File: src/rtl/serial_rx_queue.sv
`timescale 1ns/1ps
module serial_rx_queue #(
  parameter int OVS   = 16,
  parameter int MAXW  = 9,
  parameter int SLOTS = 4
) (
  input  logic            clk,
  input  logic            rst_n,
  input  logic            rxd_i,
  input  logic            tick_i,
  input  logic [2:0]      cfg_len_i,
  input  logic            cfg_msb_first_i,
  input  logic            cfg_par_en_i,
  input  logic            cfg_par_odd_i,
  input  logic            cfg_two_stop_i,
  input  logic            cfg_deep_i,
  input  logic            ovf_clr_i,
  output logic            rd_valid_o,
  input  logic            rd_ready_i,
  output logic [MAXW-1:0] rd_data_o,
  output logic            rd_perr_o,
  output logic            rd_ferr_o,
  output logic            ovf_o
);
  localparam int PW = $clog2(OVS);
  localparam int CW = $clog2(MAXW + 1);
  localparam int AW = $clog2(SLOTS);
  localparam int NW = $clog2(SLOTS + 1);
  localparam int EW = MAXW + 2;
  localparam logic [PW-1:0] MID  = PW'(OVS/2 - 2);
  localparam logic [CW-1:0] MINW = CW'(MAXW - 4);

  typedef enum logic [2:0] {S_IDLE, S_START, S_DATA, S_PAR, S_STOP1, S_STOP2, S_WAITHI} st_t;

  st_t             st;
  logic [1:0]      sync_q;
  logic [2:0]      win_q;
  logic            filt, mid, push;
  logic [PW-1:0]   phase;
  logic [CW-1:0]   nbit, nbits, shamt;
  logic [MAXW-1:0] shreg, aligned;
  logic            par_acc, perr_q;

  assign filt    = (win_q[0] & win_q[1]) | (win_q[0] & win_q[2]) | (win_q[1] & win_q[2]);
  assign nbits   = (cfg_len_i > 3'd4) ? CW'(MAXW) : CW'(cfg_len_i) + MINW;
  assign shamt   = CW'(MAXW) - nbits;
  assign aligned = cfg_msb_first_i ? shreg : shreg >> shamt;
  assign mid     = tick_i && (phase == MID);
  assign push    = mid && (st == S_STOP1);

  always_ff @(posedge clk or negedge rst_n) begin
    if (!rst_n) begin
      sync_q <= '1;
      win_q  <= '1;
    end else begin
      sync_q <= {sync_q[0], rxd_i};
      if (tick_i) win_q <= {win_q[1:0], sync_q[1]};
    end
  end

  always_ff @(posedge clk or negedge rst_n) begin
    if (!rst_n) begin
      st      <= S_IDLE;
      phase   <= '0;
      nbit    <= '0;
      shreg   <= '0;
      par_acc <= 1'b0;
      perr_q  <= 1'b0;
    end else if (tick_i) begin
      phase <= (phase == PW'(OVS - 1)) ? '0 : phase + 1'b1;
      unique case (st)
        S_IDLE: if (!filt) begin
          st      <= S_START;
          phase   <= '0;
          nbit    <= '0;
          shreg   <= '0;
          par_acc <= 1'b0;
          perr_q  <= 1'b0;
        end
        S_START: if (mid) st <= filt ? S_IDLE : S_DATA;
        S_DATA: if (mid) begin
          shreg   <= cfg_msb_first_i ? {shreg[MAXW-2:0], filt} : {filt, shreg[MAXW-1:1]};
          par_acc <= par_acc ^ filt;
          nbit    <= nbit + 1'b1;
          if (nbit == nbits - 1'b1) st <= cfg_par_en_i ? S_PAR : S_STOP1;
        end
        S_PAR: if (mid) begin
          perr_q <= par_acc ^ filt ^ cfg_par_odd_i;
          st     <= S_STOP1;
        end
        S_STOP1: if (mid) st <= cfg_two_stop_i ? S_STOP2 : (filt ? S_IDLE : S_WAITHI);
        S_STOP2: if (mid) st <= filt ? S_IDLE : S_WAITHI;
        S_WAITHI: if (filt) st <= S_IDLE;
        default: st <= S_IDLE;
      endcase
    end
  end

  logic [EW-1:0] mem [SLOTS];
  logic [AW-1:0] wptr, rptr;
  logic [NW-1:0] cnt, cap;
  logic          full, wr, pop;

  assign cap        = cfg_deep_i ? NW'(SLOTS) : NW'(SLOTS / 2);
  assign full       = cnt >= cap;
  assign wr         = push && !full;
  assign rd_valid_o = cnt != '0;
  assign pop        = rd_valid_o && rd_ready_i;
  assign {rd_ferr_o, rd_perr_o, rd_data_o} = mem[rptr];

  function automatic logic [AW-1:0] step(input logic [AW-1:0] p, input logic [NW-1:0] lim);
    return (NW'(p) + 1'b1 >= lim) ? '0 : p + 1'b1;
  endfunction

  always_ff @(posedge clk) begin
    if (wr) mem[wptr] <= {!filt, perr_q & cfg_par_en_i, aligned};
  end

  always_ff @(posedge clk or negedge rst_n) begin
    if (!rst_n) begin
      wptr  <= '0;
      rptr  <= '0;
      cnt   <= '0;
      ovf_o <= 1'b0;
    end else begin
      if (wr)  wptr <= step(wptr, cap);
      if (pop) rptr <= step(rptr, cap);
      cnt <= cnt + NW'(wr) - NW'(pop);
      if (push && full)   ovf_o <= 1'b1;
      else if (ovf_clr_i) ovf_o <= 1'b0;
    end
  end
endmodule

File: config.mk
export PLATFORM = sky130hd
export DESIGN_NAME = serial_rx_queue
export DESIGN_NICKNAME = d
export VERILOG_FILES = /design/src/rtl/serial_rx_queue.sv
export SDC_FILE = /design/constraint.sdc
export NUM_CORES = 1
export LEC_CHECK = 0
export CAP_MARGIN = 0
export CORE_ASPECT_RATIO = 0.6
export CORE_MARGIN = 2
export CORE_UTILIZATION = 45
export CTS_CLUSTER_SIZE = 14
export DETAILED_ROUTE_END_ITERATION = 12
export DONT_BUFFER_PORTS = 1
export PLACE_DENSITY_LB_ADDON = 0.15
export SLEW_MARGIN = 20
export SYNTH_ARGS = -nofsm -noshare
export SYNTH_HDL_FRONTEND = slang
export SYNTH_SLANG_ARGS = --single-unit
File: constraint.sdc
create_clock -name clk -period 2.6 [get_ports clk]
set_clock_uncertainty 0.1 [all_clocks]
set_input_delay 0.26 -clock clk [delete_from_list [all_inputs] [get_ports clk]]
set_output_delay 0.26 -clock clk [all_outputs]
set_load 0.1 [all_outputs]
==> impl_metrics.tcl <==
set metrics [dict create \
    startpoint "cnt[1]$_DFF_PN0_" \
    synth-seq-cells 79 \
    ys_seq_area_share_pct 50.9 \
    antenna_found_initial 0 \
    max_freq_mhz 409 \
    routedWlPerCell_um 16.7 \
    worst_pin_slew_ns 0.899 \
    final-hold-violation-count 0 \
    yosys.cell_types.count 67 \
    track_usage_pct 18.1 \
    initialDrtViolationCount 131 \
    power_density_nw_per_um2 956 \
    clkSinkCount 79 \
    placedCellCount 493 \
    crit_path_end_kind "register" \
    yosys_most_used_dff "edfxtp_1" \
    hold_depth 3 \
    critPathMaxFanout 4 \
    synth_area_sq_um 4330 \
    post-route-period-util_pct 94.0 \
    synthToLayoutAreaGrowth_pct 16.1 \
    diodes 0 \
    viasPerCell 5.51 \
    drt-total-wl_um 8620 \
    p_comb_share_pct 40.8 \
    power.leakage_nw 1.95 \
    setup_viol 0 \
    finalNetCount 414 \
    io_pins 27 \
    cap_violations 0 \
    p_clk_share_pct 24.9 \
    hp-class "primary input to register" \
    ant_nets 0 \
    critical_path_depth 11 \
    syn_avg_cell_area_sq_um 12.1 \
    final_cells 515 \
    drc 0 \
    insertion_delay_ns 0.33 \
    grt_pass1_wl_um 14300 \
    p_sw_share_pct 40.7 \
    die_area_sq_um 10400 \
    grt_pass1_vias 2737 \
    fin_ws_ns 0.157 \
    grt_max_degree 36 \
    syn_nets 393 \
    initial_core_util_pct 46.7 \
    dpl_worst_slack_ns 0.0195 \
    h-tree-depth 3 \
    p_int_mw 2.85 \
    core_sq_um 9260 \
    period_minus_slack_ns 2.44 \
    fp.dieH_um 80.0 \
    io_buffers 0 \
    gp_congestion 0.844 \
    max_slew_margin_pct 40.1 \
    synth.largest_area_cell "edfxtp_1" \
    cp-start-kind "register" \
    ff2ff_path_depth 11 \
    pwr-share-seq_pct 34.4 \
    path_cells "buf_4 > or3_4 > nand2_1 > inv_1 > ha_4 > inv_2 > ha_4 > inv_2 > fa_2 > xnor2_2 > xnor2_1" \
    rows 27 \
    ys_top_cells_by_area "edfxtp_1 (31%), dfrtp_1 (17%), mux4_2 (5.7%)" \
    layout-drive-gt1-share_pct 26.2 \
    vias 2840 \
    path_clk_slew_ns 0.06 \
    slew_violations 0 \
    reg2reg_from "cnt[1]$_DFF_PN0_" \
    layout_common_cells "edfxtp_1 (44), nand2_1 (31), dfrtp_1 (30)" \
    ys_async_sr_fraction_pct 44.3 \
    hpwl_um 6190 \
    yosys.area.top_type_share_pct 30.5 \
    crit_slowest_cell "dfrtp_1" \
    tritoncts "done" \
    ir_worst_vdd_v 0.000541 \
    final_common_cell "edfxtp_1" \
    status "finished clean" \
    post-route-util_pct 54.3 \
    worstHoldStart "tick_i" \
    drt_pre_antenna_iters 4 \
    cp.required_ns 2.71 \
    cts-root-buf "clkbuf_16" \
    critical_path_class "register to register" \
    rsz0062_at_grt "false" \
    syn-instance-count 359 \
    slowest_delay_ns 0.39 \
    numCtsBuffers 9 \
    fin_hold_ws_ns 0.0282 \
    switching_power_mw 1.96 \
    die_w_um 131 \
    clockBufferDepth 2 \
    grt_overflow 0 \
    crit_buf_inv 4 \
    ys_warn_count 0 \
    synth_edf_count 44 \
    finalSetupTns_ns 0 \
    crit_family "adder cells" \
    arrival_ns 2.55 \
]
==> logic make-up after synthesis <==
| logic type | Yosys count | share of synthesized area [%] |
|---|---|---|
| AOI/OAI and AO/OA | 77 | 13.2 |
| xor gates and xnor gates | 11 | 2.23 |
| adders and majority gates | 21 | 6.56 |
| buffers and inverters | 42 | 4.28 |
| DFF | 79 | 50.9 |
| muxes | 33 | 11.2 |
| and+or+nand+nor | 96 | 11.6 |
==> sequential cells by signal (all words and copies together) (netlist names) <==
register	cells
cnt	3
mem	44
nbit	4
ovf_o	1
par_acc	1
perr_q	1
phase	4
rptr	2
shreg	9
st	3
sync_q	2
win_q	3
wptr	2
==> what timing repair did <==
item | 4_1_cts | 5_1_grt
setup buffers | 0 | 2
hold buffers | 4 | 0
gates resized for setup | 0 | 18
hold endpoints to repair | 41 | 0
endpoints found under the setup margin | 0 | 2
==> cell usage after synthesis (6+ instances only) <==
cell and number:
o31ai_1 9, ha_1 17, edfxtp_1 44, mux4_2 11, xnor2_1 8, buf_2 7, nor2_1 12, inv_1 21
a21oi_1 8, mux2i_1 12, dfrtp_1 30, mux2_2 9, nand3_1 10, nand2b_1 8, nand2_1 31, nor3_1 6
clkbuf_1 6, o21ai_0 21, and3_1 6
==> layer usage <==
metal / track usage, % / part of all wire (%) / vias to the layer above
met2: 26.4 / 43 / 67
li1: - / - / 1378
met5: 0 / 0 / -
met3: 5.56 / 6.4 / 9
met1: 26.4 / 50 / 1386
met4: 4.47 / 0.86 / 0
==> power by group through the flow <==
| stage | combinational, mW | sequential, mW | clock, mW |
|---|---|---|---|
| 3_3_place_gp | 1.84 | 1.65 | 0 |
| 4_1_cts | 1.88 | 1.63 | 1.23 |
| 2_1_floorplan | 1.55 | 1.61 | 0 |
| 3_5_place_dp | 1.85 | 1.65 | 0 |
| 5_1_grt | 2.13 | 1.67 | 1.28 |
| 6_report | 1.96 | 1.65 | 1.19 |
==> stage by stage <==
stage | cell area (sq um) | power [mW]
2_1_floorplan | 4340 | 3.15
3_3_place_gp | 4590 | 3.49
3_5_place_dp | 4590 | 3.50
4_1_cts | 4930 | 4.73
5_1_grt | 5020 | 5.08
6_report | 5020 | 4.80
==> layout make-up <==
cell class,count,area (sq um)
flip-flops and latches,79,2200
clock inverters,7,62.6
well taps,130,163
inverters,23,86.3
clock buffers,9,225
repair buffers,29,250
fillers,821,4230
multi-input cells,238,2030
==> worst min-delay path, delay by kind of cell <==
kind	cells	cell delay, ns
AO/OA/AOI/OAI	2	0.11
AND/OR/NAND/NOR	1	0.05
==> final timing paths <==
path / slack [ns] / end
setup / recovery: 0.16 / cnt[2]$_DFF_PN0_
hold / removal: 0.03 / phase[2]$_DFFE_PN0P_
setup reg to reg: 0.16 / cnt[2]$_DFF_PN0_
hold reg to reg: 0.26 / sync_q[1]$_DFF_PN1_
max in group asynchronous: 1.87 / win_q[0]$_DFFE_PN1P_
min in group asynchronous: 0.28 / phase[2]$_DFFE_PN0P_
(Power assumes the default switching activity.)
